--- config.mk ---
export PLATFORM = sky130hd
export DESIGN_NAME = rx_len_ctrl
export DESIGN_NICKNAME = d
export VERILOG_FILES = /design/src/rtl/rx_len_pkg.sv /design/src/rtl/rx_byte_fifo.sv /design/src/rtl/rx_len_counter.sv /design/src/rtl/rx_len_ctrl.sv
export SDC_FILE = /design/constraint.sdc
export NUM_CORES = 1
export LEC_CHECK = 0
export ABC_AREA = 1
export CORE_ASPECT_RATIO = 1.2
export CORE_MARGIN = 2
export CORE_UTILIZATION = 50
export CTS_BUF_LIST = sky130_fd_sc_hd__clkbuf_16
export DETAILED_ROUTE_END_ITERATION = 8
export GPL_ROUTABILITY_DRIVEN = 1
export PLACE_DENSITY = 0.85
export SLEW_MARGIN = 20
export SYNTH_ARGS = -nofsm -noshare
export SYNTH_HDL_FRONTEND = slang
export SYNTH_SLANG_ARGS = --single-unit
--- constraint.sdc ---
create_clock -name clk -period 3.3 [get_ports clk]
set_input_delay 0.33 -clock clk [delete_from_list [all_inputs] [get_ports clk]]
set_output_delay 0.33 -clock clk [all_outputs]
set_load 0.005 [all_outputs]
--- src/rtl/rx_len_pkg.sv ---
// Package rx_len_pkg
// Shared widths and the length-word layout for the read length controller.
package rx_len_pkg;
    localparam int BYTE_W     = 8;
    localparam int REG_W      = 16;
    localparam int FIFO_DEPTH = 2;

    // Length word: extend flag above an 8-bit count-minus-one field.
    typedef struct packed {
        logic              ext;
        logic [BYTE_W-1:0] cnt;
    } len_cfg_t;
endpackage

--- src/rtl/rx_byte_fifo.sv ---
// Module rx_byte_fifo
// Small circular receive FIFO. A pop on a full FIFO frees room for a push
// in the same cycle. A push on a full FIFO with no pop is dropped and
// reported on drop. An empty FIFO reads zero.
// Assumes DEPTH is a power of two and at least 2.
module rx_byte_fifo #(
    parameter int W     = 8,
    parameter int DEPTH = 2
) (
    input  logic         clk,
    input  logic         rst_n,
    input  logic         push,
    input  logic [W-1:0] din,
    input  logic         pop_req,
    output logic [W-1:0] dout,
    output logic         drop
);
    localparam int AW = (DEPTH > 1) ? $clog2(DEPTH) : 1;
    localparam int LW = AW + 1;

    logic [W-1:0]  mem [DEPTH];
    logic [AW-1:0] wr_ptr, rd_ptr;
    logic [LW-1:0] level;
    logic          empty, full, pop, push_ok;

    assign empty   = (level == '0);
    assign full    = (level == LW'(DEPTH));
    assign pop     = pop_req && !empty;
    assign push_ok = push && (!full || pop);
    assign drop    = push && full && !pop;
    assign dout    = empty ? '0 : mem[rd_ptr];

    // Storage: write the accepted byte at the write pointer.
    generate
        for (genvar i = 0; i < DEPTH; i++) begin : g_slot
            always_ff @(posedge clk) begin
                if (!rst_n)
                    mem[i] <= '0;
                else if (push_ok && wr_ptr == AW'(i))
                    mem[i] <= din;
            end
        end
    endgenerate

    // Pointers and fill level.
    always_ff @(posedge clk) begin
        if (!rst_n) begin
            wr_ptr <= '0;
            rd_ptr <= '0;
            level  <= '0;
        end else begin
            if (push_ok) wr_ptr <= wr_ptr + 1'b1;
            if (pop)     rd_ptr <= rd_ptr + 1'b1;
            level <= level + LW'(push_ok) - LW'(pop);
        end
    end

    assert_level_bound_R6: assert property (@(posedge clk) disable iff (!rst_n)
        level <= LW'(DEPTH));
    assert_no_overflow_R7: assert property (@(posedge clk) disable iff (!rst_n)
        (push && full && !pop_req) |=> (level == LW'(DEPTH)));
    assert_empty_read_R9: assert property (@(posedge clk) disable iff (!rst_n)
        (pop_req && empty && !push) |=> ($stable(rd_ptr) && dout == '0));
endmodule

--- src/rtl/rx_len_counter.sv ---
// Module rx_len_counter
// Holds the length word and the running byte count. It tracks the bytes
// received since the last length write and flags the final byte. A write
// while idle starts a read and zeroes both counts. A write during a read
// restarts only the remaining-length tally.
// Assumes byte_vld is a single-cycle strobe per byte.
module rx_len_counter
    import rx_len_pkg::*;
#(
    parameter int CW = BYTE_W
) (
    input  logic          clk,
    input  logic          rst_n,
    input  logic          cfg_wr,
    input  len_cfg_t      cfg_in,
    input  logic          byte_vld,
    output len_cfg_t      cfg_q,
    output logic [CW-1:0] cur_q,
    output logic          last_byte,
    output logic          done,
    output logic          active
);
    logic [CW-1:0] tally;
    logic          fin, idle_load;

    assign idle_load = cfg_wr && !active;
    assign last_byte = active && !cfg_q.ext && (tally == cfg_q.cnt);
    assign fin       = byte_vld && last_byte;

    // Length word register.
    always_ff @(posedge clk) begin
        if (!rst_n)      cfg_q <= '0;
        else if (cfg_wr) cfg_q <= cfg_in;
    end

    // Running count: cleared by an idle load, else one step per byte.
    always_ff @(posedge clk) begin
        if (!rst_n || idle_load) cur_q <= '0;
        else if (byte_vld)       cur_q <= cur_q + 1'b1;
    end

    // Remaining-length tally: cleared by any length write.
    always_ff @(posedge clk) begin
        if (!rst_n || cfg_wr) tally <= '0;
        else if (byte_vld)    tally <= tally + 1'b1;
    end

    // Read state and the done pulse.
    always_ff @(posedge clk) begin
        if (!rst_n) begin
            active <= 1'b0;
            done   <= 1'b0;
        end else begin
            done <= fin;
            if (fin)         active <= 1'b0;
            else if (cfg_wr) active <= 1'b1;
        end
    end

    assert_done_single_R8: assert property (@(posedge clk) disable iff (!rst_n)
        done |=> !done);
    assert_done_ends_R8: assert property (@(posedge clk) disable iff (!rst_n)
        (byte_vld && last_byte) |=> (done && !active));
    assert_cur_step_R3: assert property (@(posedge clk) disable iff (!rst_n)
        (byte_vld && !idle_load) |=> (cur_q == $past(cur_q) + 1'b1));
    assert_idle_load_R5: assert property (@(posedge clk) disable iff (!rst_n)
        idle_load |=> (cur_q == '0 && active));
endmodule

--- src/rtl/rx_len_ctrl.sv ---
// Module rx_len_ctrl
// Top of the read length controller. Joins the length counter and the
// receive FIFO, keeps the sticky overflow flag, and widens the register
// views to REG_W with zero upper bits.
// Assumes register strobes are one cycle wide.
module rx_len_ctrl
    import rx_len_pkg::*;
(
    input  logic              clk,
    input  logic              rst_n,
    input  logic              cfg_wr,
    input  logic [BYTE_W:0]   cfg_wdata,
    input  logic              ovf_clr,
    input  logic              byte_vld,
    input  logic [BYTE_W-1:0] byte_data,
    input  logic              rd_en,
    output logic [REG_W-1:0]  rd_data,
    output logic [REG_W-1:0]  cfg_rdata,
    output logic [REG_W-1:0]  cur_cnt,
    output logic              last_byte,
    output logic              rx_done,
    output logic              rx_ovf,
    output logic              busy
);
    len_cfg_t          cfg_q;
    logic [BYTE_W-1:0] cur_q, fifo_dout;
    logic              drop;

    rx_len_counter #(.CW(BYTE_W)) i_cnt (
        .clk       (clk),
        .rst_n     (rst_n),
        .cfg_wr    (cfg_wr),
        .cfg_in    (len_cfg_t'(cfg_wdata)),
        .byte_vld  (byte_vld),
        .cfg_q     (cfg_q),
        .cur_q     (cur_q),
        .last_byte (last_byte),
        .done      (rx_done),
        .active    (busy)
    );

    rx_byte_fifo #(.W(BYTE_W), .DEPTH(FIFO_DEPTH)) i_fifo (
        .clk     (clk),
        .rst_n   (rst_n),
        .push    (byte_vld),
        .din     (byte_data),
        .pop_req (rd_en),
        .dout    (fifo_dout),
        .drop    (drop)
    );

    // Sticky overflow: a new drop beats a clear in the same cycle.
    always_ff @(posedge clk) begin
        if (!rst_n)       rx_ovf <= 1'b0;
        else if (drop)    rx_ovf <= 1'b1;
        else if (ovf_clr) rx_ovf <= 1'b0;
    end

    assign rd_data   = REG_W'(fifo_dout);
    assign cfg_rdata = REG_W'(cfg_q);
    assign cur_cnt   = REG_W'(cur_q);

    assert_ovf_sticky_R7: assert property (@(posedge clk) disable iff (!rst_n)
        (rx_ovf && !ovf_clr) |=> rx_ovf);
endmodule

=== Word level (Yosys, flattened, before mapping) ===
Memories as Yosys holds them, arrays and structs flattened. A register that Yosys moved wholly into a read port is not among the register bits.
Index checks and enable logic that the tools add are counted.

* Bits of input ports: 23
* Bits in registers: 32
* Word-level logic and storage cells: 59
* Output and inout bits: 52
* Memories: 1
* RAM bits: 16

{| class="wikitable"
|+ Memories
! name !! words !! width !! rd ports !! clocked after memory_dff !! write ports !! RTL line !! text
|-
| i_fifo.mem || 2 || 8 || 1 || 1 || 2 || rx_byte_fifo.sv:21 || <nowiki>logic [W-1:0] mem [DEPTH];</nowiki>
|}

* Muxes and demuxes: 14
* Add/sub/neg operators: 6
* Equality and inequality tests: 2
* Bitwise operators: 4
* Reduce and logical (&&, ||, !) cells: 22

{| class="wikitable"
|+ Operators with widths
! kind !! number
|-
| $mux 8 || 3
|-
| $add 8x1->8 const B || 2
|-
| $mux 1 || 11
|-
| $logic_and 1x1->1 || 10
|-
| $eq 8x8->1 || 1
|-
| $logic_not 1->1 || 6
|-
| $logic_or 1x1->1 || 3
|-
| $add 1x1->1 const B || 2
|-
| $add 2x1->2 || 1
|-
| $eq 2x2->1 const B || 1
|-
| $logic_not 2->1 || 1
|-
| $not 1->1 || 2
|-
| $or 1x1->1 || 2
|-
| $reduce_bool 2->1 || 1
|-
| $reduce_or 2->1 || 1
|-
| $sub 2x1->2 || 1
|}

=== Depth between registers and ports, before layout ===
Gate-level depths: netlist (run 1).

* Depth in word-level cells: 10
* Gate-level depth with buffers: 8
* Depth with buffers taken out: 8

=== Modules after synthesis ===
A second synthesis (run 1) with hierarchy kept.

* Cell total of the unflattened synthesis: 301
* Area, all modules: 2426.1 um2

{| class="wikitable"
|+ Modules (own cells, without submodules)
! module !! seq. area each (um2) !! area an instance (um2) !! times used !! cells each
|-
| rx_len_counter || 540.5 || 1208.7 || 1 || 168
|-
| rx_byte_fifo || 580.6 || 997.2 || 1 || 103
|-
| rx_len_ctrl || 20.0 || 220.2 || 1 || 30
|}

=== Worst setup path after synthesis (run 1) ===
Ideal clock, no wire load.

* Kind: input port to flip-flop
* Start: input byte_vld
* End: memory i_fifo.mem[0][0] (enable)
* Cell stages on the path: 3
* Setup slack: 1.713 ns
* Required time: 2.916 ns
* Library setup time: 0.384 ns
* Path buffers: 1
* Arrival time: 1.203 ns
* Path through: buf_4 o31ai_4 o21ai_0

{| class="wikitable"
|+ RTL lines
! element !! RTL line !! text
|-
| start: declaration || rx_len_ctrl.sv:14 || <nowiki>input logic byte_vld,</nowiki>
|-
| end: declaration || rx_byte_fifo.sv:21 ||
|}

=== Worst setup path after layout (run 1) ===
* Start: register i_cnt.tally[3]
* End: output last_byte

* Word-level cells in the longest chain between the ends: 2

{| class="wikitable"
|+ RTL lines
! element !! RTL line !! text
|-
| start: declaration || rx_len_counter.sv:23 || <nowiki>logic [CW-1:0] tally;</nowiki>
|-
| start signal: assignment || rx_len_counter.sv:45 || <nowiki>else if (byte_vld) tally <= tally + 1'b1;</nowiki>
|-
| $eq 8x8->1 || rx_len_counter.sv:27 || <nowiki>assign last_byte = active && !cfg_q.ext && (tally == cfg_q.cnt);</nowiki>
|-
| $logic_and 1x1->1 || rx_len_counter.sv:27 ||
|-
| end: declaration || rx_len_ctrl.sv:20 || <nowiki>output logic last_byte,</nowiki>
|}

No other way between the ends.

==> results of run 1 <==
[layout by cell type (no fill, tap or decap), drive strengths merged]
cell type and count:
bufinv 2, clkinv 2, a21oi 30, xnor2 3, clkbuf 5, buf 2, nor2 46, dfxtp 33
o31ai 1, nor3b 3, nand3 9, inv 39, o21ai 22, nand4 1, nand2 51, clkdlybuf4s50 51
ha 4, o21a 1, edfxtp 16, conb 23, nor3 4
[cell type report]
cell class	count	area, um^2	area share (%)
multi-input combinational	198	973	31.9
timing repair buffer	53	526	17.2
tap	58	72.6	2.38
clock buffer	5	125	4.10
sequential	49	1140	37.4
clock inverter	3	65.1	2.13
inverter	40	150	4.92
[worst min-delay path by stage]
stage | slack, ns | depth (start not counted) | start | end
after detailed placement | 0.46 | 1 | i_fifo.rd_ptr | i_fifo.rd_ptr
after global placement | 0.44 | 1 | i_fifo.rd_ptr | i_fifo.rd_ptr
after global routing | 0.50 | 1 | i_fifo.rd_ptr | i_fifo.rd_ptr
after CTS | 0.47 | 1 | i_fifo.rd_ptr | i_fifo.rd_ptr
after floorplan | 0.43 | 1 | i_fifo.rd_ptr | flop
final | 0.47 | 2 | rx_ovf | rx_ovf
[cells by family after synthesis]
kind of cell	Yosys count	synth area share, %
simple gates	114	21.7
fa+ha+maj	4	2.10
other cells	1	0.157
compound gates	54	12.3
flops	49	47.9
xor+xnor	3	1.10
buf+inv	68	14.7
[worst register-to-register path, delay by kind of cell, from the launching register on]
family | cells | cell delay [ns]
compound gates | 2 | 0.93
buf+inv | 1 | 0.14
flops | 1 | 0.33
[flip-flops by register name, summed over array words and instances (netlist names), named ones only]
name           flops
i_fifo.wr_ptr      1
i_fifo.mem        16
i_cnt.done         1
i_fifo.level       2
i_cnt.cfg_q        9
i_cnt.cur_q        8
i_cnt.tally        8
i_cnt.active       1
i_fifo.rd_ptr      1
rx_ovf             1
[power groups by stage]
stage	combinational, mW	clock, mW	sequential [mW]
global placement	0.338	0	0.738
floorplan	0.227	0	0.726
finish	0.347	0.641	0.727
detailed placement	0.349	0	0.740
CTS	0.351	0.648	0.727
global route	0.393	0.679	0.735
[metrics by stage]
stage | area [um^2] | power, mW | cells | worst slack, ns | hold slack, ns
final | 3050 | 1.72 | 406 | 1.20 | 0.467
after CTS | 3050 | 1.73 | 406 | 1.19 | 0.468
after global placement | 2860 | 1.08 | 398 | 1.03 | 0.443
after global routing | 3050 | 1.81 | 406 | 1.11 | 0.502
after detailed placement | 2860 | 1.09 | 398 | 0.957 | 0.457
after floorplan | 2460 | 0.954 | 315 | 1.71 | 0.431
[metal layers]
metal / GRT usage (%) / up-vias / share of wire [%]
met2: 33.1 / 54 / 51
met5: 0 / - / 0
met4: 5.51 / 0 / 1.1
met1: 21.0 / 853 / 43
li1: - / 995 / -
met3: 3.81 / 5 / 4.6
==> flow_metrics.tcl, run 1 <==
set metrics [dict create \
    status "finished clean" \
    ys_warn_count 0 \
    worst_pin_slew_ns 1.09 \
    grt_pass1_wl_mm 7.51 \
    drt_iter0_markers 57 \
    peakVddDrop_v 0.000427 \
    clk_latency_ns 0.28 \
    htreeDepth 2 \
    final.min_clock_period_ns 2.10 \
    fmax_mhz 477 \
    powerDensity_mw_per_mm2 562 \
    synth.avg_cell_area_um2 8.13 \
    n_antenna_cell 0 \
    async_reset_ff_share_pct 0 \
    tritoncts "done" \
    yosysMostFrequentCell "nand2_1" \
    cts_sinks 49 \
    intPower_mw 1.28 \
    pin_count 75 \
    routedWlPerCell_um 11.2 \
    crit_family "buffers and inverters" \
    gp_congestion 0.806 \
    synth_common_cells "nand2_1, nor2_1, inv_1, dfxtp_1, a21oi_1" \
    drc_errors 0 \
    portBuffers 51 \
    seq_area_frac_synth_pct 47.9 \
    p_leak_nw 1.26 \
    via_per_inst 4.70 \
    synth_top_area_share_pct 27.7 \
    core_mm2 0.00459 \
    dp_hpwl_mm 3.36 \
    cp-end-kind "primary output" \
    netlist-cell-type-count 29 \
    cp.depth 7 \
    synth_cells 293 \
    synth_area_mm2 0.00238 \
    rr_endpoint "i_fifo.mem[0][0]" \
    fill_cells 385 \
    worst-endpoint-required_ns 2.97 \
    path_clk_slew_ns 0.06 \
    setup.worst_path.end "last_byte" \
    setup.worst_path.start "i_cnt.tally[3]" \
    post_cts_resize_count 0 \
    crit_path_cell_trace "inv_2, nand2_1, nand2_1, nor2_2, nand3_2, nor2_4, clkdlybuf4s50_1" \
    routed_wl_mm 4.55 \
    firstDrtPassIters 4 \
    slew_headroom_pct 26.8 \
    drive_gt1_share_pct 8.91 \
    synth_ff_type "dfxtp_1" \
    reg2reg_slack_ns 1.52 \
    clockRootBuffer "clkbuf_16" \
    grt_pass1_vias 1806 \
    numCtsBuffers 5 \
    p_comb_share_pct 20.2 \
    post-route-util_pct 66.4 \
    ctsLongestPathBuffers 2 \
    crit_slowest_cell "clkdlybuf4s50_1" \
    cts_setup_buffers 0 \
    initial_core_util_pct 51.9 \
    crit_buf_inv 2 \
    ant_nets 0 \
    synth_top_area_cell "dfxtp_1" \
    layout-area-overhead-vs-synth_pct 28.2 \
    maxSlewViolCount 0 \
    cap_violations 0 \
    synth.area.top_cells "dfxtp_1, edfxtp_1, buf_4, nand2_1, a21oi_1" \
    start_kind "flop" \
    cp_common_cell "nand2_1" \
    die_height_um 79.6 \
    cp_max_fo 6 \
    clock_skew_ns 0.00251 \
    p_switching_mw 0.433 \
    track_usage_pct 18.2 \
    grt_overflow 0 \
    reg2reg_depth 3 \
    swShare_pct 25.2 \
    cpPeakStageDelay_ns 0.52 \
    antenna_found_initial 0 \
    crit_arrival_ns 1.77 \
    ys_ff_latch 49 \
    final_nets 374 \
    p_seq_share_pct 42.4 \
    tns_ns 0 \
    finalSetupViolCount 0 \
    rsz0062_at_grt "no" \
    rows 27 \
    r2r_start "i_fifo.level[1]" \
    hold_path.class "reg -> reg" \
    synth_enable_flop_cells 16 \
    p_clk_share_pct 37.4 \
    post-route-period-util_pct 63.5 \
    grt_max_degree 19 \
    critical_path_class "reg -> out" \
    die-area_mm2 0.00534 \
    vias 1907 \
    finalHoldViolations 0 \
    die-width_um 67.0 \
    holdBufCountCts 0 \
]
Power figures use the tool's default switching activity.
==> run 2, diff against run 1 <==
CORE_UTILIZATION = 42   (was 50)
PLACE_DENSITY = 0.76   (was 0.85)
clock period = 1.8 ns   (was 3.3 ns; I/O delays follow)
==> run 2 against run 1 <==
Against the previous run:
- final area grew 1.5%
- worst hold slack better by 0.0068 ns
- highest routed layer unchanged
- power rose by 80%
- critical path type unchanged
- core utilization decreased by 11 points
==> flow_metrics.tcl, run 2 (synthesized netlist as in run 1, its figures left out) <==
set metrics [dict create \
    dp_hpwl_mm 3.66 \
    p_comb_share_pct 23.1 \
    tns_ns 0 \
    most-common-layout-cells "nand2_1, clkdlybuf4s50_1, nor2_1" \
    layout-area-overhead-vs-synth_pct 30.1 \
    routedWlPerCell_um 11.3 \
    reg_top3 "i_fifo.mem x16, i_cnt.cfg_q x9" \
    intPower_mw 2.26 \
    powerDensity_mw_per_mm2 995 \
    ctsLongestPathBuffers 2 \
    post-route-util_pct 55.8 \
    die-width_um 72.8 \
    worst-endpoint-required_ns 1.62 \
    crit_family "buffers and inverters" \
    htreeDepth 2 \
    fmax_mhz 583 \
    die-area_mm2 0.00629 \
    post-route-period-util_pct 95.3 \
    start_kind "flop" \
    rsz0062_at_grt "no" \
    p_clk_share_pct 33.5 \
    clk_latency_ns 0.28 \
    clock_skew_ns 0.00344 \
    grt_pass1_wl_mm 8.08 \
    dp_slack_ns 0.00536 \
    swShare_pct 26.9 \
    pin_count 75 \
    firstDrtPassIters 4 \
    portBuffers 51 \
    largest_reg_flops 16 \
    n_antenna_cell 0 \
    crit_arrival_ns 1.54 \
    finalSetupViolCount 0 \
    crit_path_cell_trace "nor2_2, buf_4, a21oi_1, clkdlybuf4s50_1" \
    core_mm2 0.00556 \
    holdWs_ns 0.474 \
    grt_pass1_vias 1910 \
    routed_wl_mm 4.73 \
    vias 1963 \
    peakVddDrop_v 0.000510 \
    drive_gt1_share_pct 12.1 \
    path_clk_slew_ns 0.06 \
    cp_max_fo 8 \
    gp_congestion 0.802 \
    ant_nets 0 \
    final_nets 381 \
    p_leak_nw 1.28 \
    crit_slowest_cell "clkdlybuf4s50_1" \
    hold_path.class "reg -> reg" \
    finalHoldViolations 0 \
    cap_violations 0 \
    grt_max_degree 16 \
    cp-end-kind "primary output" \
    rows 30 \
    via_per_inst 4.68 \
    maxSlewViolCount 0 \
    initial_core_util_pct 42.9 \
    p_seq_share_pct 43.3 \
    tritoncts "done" \
    numCtsBuffers 5 \
    largest-register "i_fifo.mem" \
    die_height_um 86.5 \
    drc_errors 0 \
    cts_sinks 49 \
    placed_area_mm2 0.00292 \
    cpPeakStageDelay_ns 0.52 \
    status "finished clean" \
    drt_iter0_markers 116 \
    antenna_found_initial 0 \
    p_switching_mw 0.829 \
    crit_buf_inv 2 \
    layout_setup_ws_ns 0.0846 \
    track_usage_pct 16.2 \
    clockRootBuffer "clkbuf_16" \
    final.min_clock_period_ns 1.72 \
    critical_path_class "reg -> out" \
    final_cell_area_mm2 0.00310 \
    grt_overflow 0 \
]
## run 2: cell count changes in the layout (fill, tap and decap cells not counted), sizes merged
cell,before,now
clkdlybuf4s50,51,50
buf,2,9
dlygate4sd2,0,1
clkinvlp,0,1
bufinv,2,1
## run 2: layout make-up
| cell class | instances | area, um^2 |
|---|---|---|
| Fill cell | 516 | 2460 |
| Sequential cell | 49 | 1150 |
| Multi-Input combinational cell | 198 | 973 |
| Timing Repair Buffer | 60 | 577 |
| Inverter | 40 | 150 |
| Clock buffer | 5 | 125 |
| Tap cell | 64 | 80.1 |
| Clock inverter | 3 | 41.3 |
## run 2: worst register-to-register path, delay by kind of cell (launching register included)
kind	cells	cell delay, ns
AOI/OAI and AO/OA	3	0.49
xor gates and xnor gates	1	0.17
adders and majority gates	1	0.22
buffers and inverters	2	0.21
DFF	1	0.38
## run 2: power by group through the flow
stage	registers (mW)	logic (mW)	clock network, mW
global route	1.35	0.804	1.10
detailed placement	1.36	0.707	0
floorplan	1.33	0.416	0
finish	1.34	0.714	1.03
CTS	1.33	0.710	1.06
global placement	1.35	0.682	0
## run 2: final timing paths
kind	from	to	slack (ns)	depth (start not counted)
max	i_fifo.level[1]	rd_data[7]	0.08	4
min	i_fifo.rd_ptr	i_fifo.rd_ptr	0.47	1
max reg2reg	i_fifo.level[1]	i_fifo.level[1]	0.27	7
min reg2reg	i_fifo.rd_ptr	i_fifo.rd_ptr	0.47	1
## run 2: timing repair
action / 4_1_cts / 5_1_grt
pin swaps: 1 / 0
resized for setup: 7 / 2
buffers inserted: 1 / 0
setup endpoints to repair: 5 / 8
hold endpoints to repair: 0 / 0
hold buffers: 0 / 0
## run 2: stage by stage
step                total power [mW]  std cells
floorplan                       1.75        315
global placement                2.04        410
detailed placement              2.06        410
CTS                             3.10        419
global route                    3.25        419
finish                          3.08        419
## run 2: layer usage
layer	track usage (%)	vias up	wire, um
met2	30.4	66	2570
met3	3.72	12	239
met4	5.72	0	74
li1	-	1010	-
met5	0	-	0
met1	17.4	875	1840
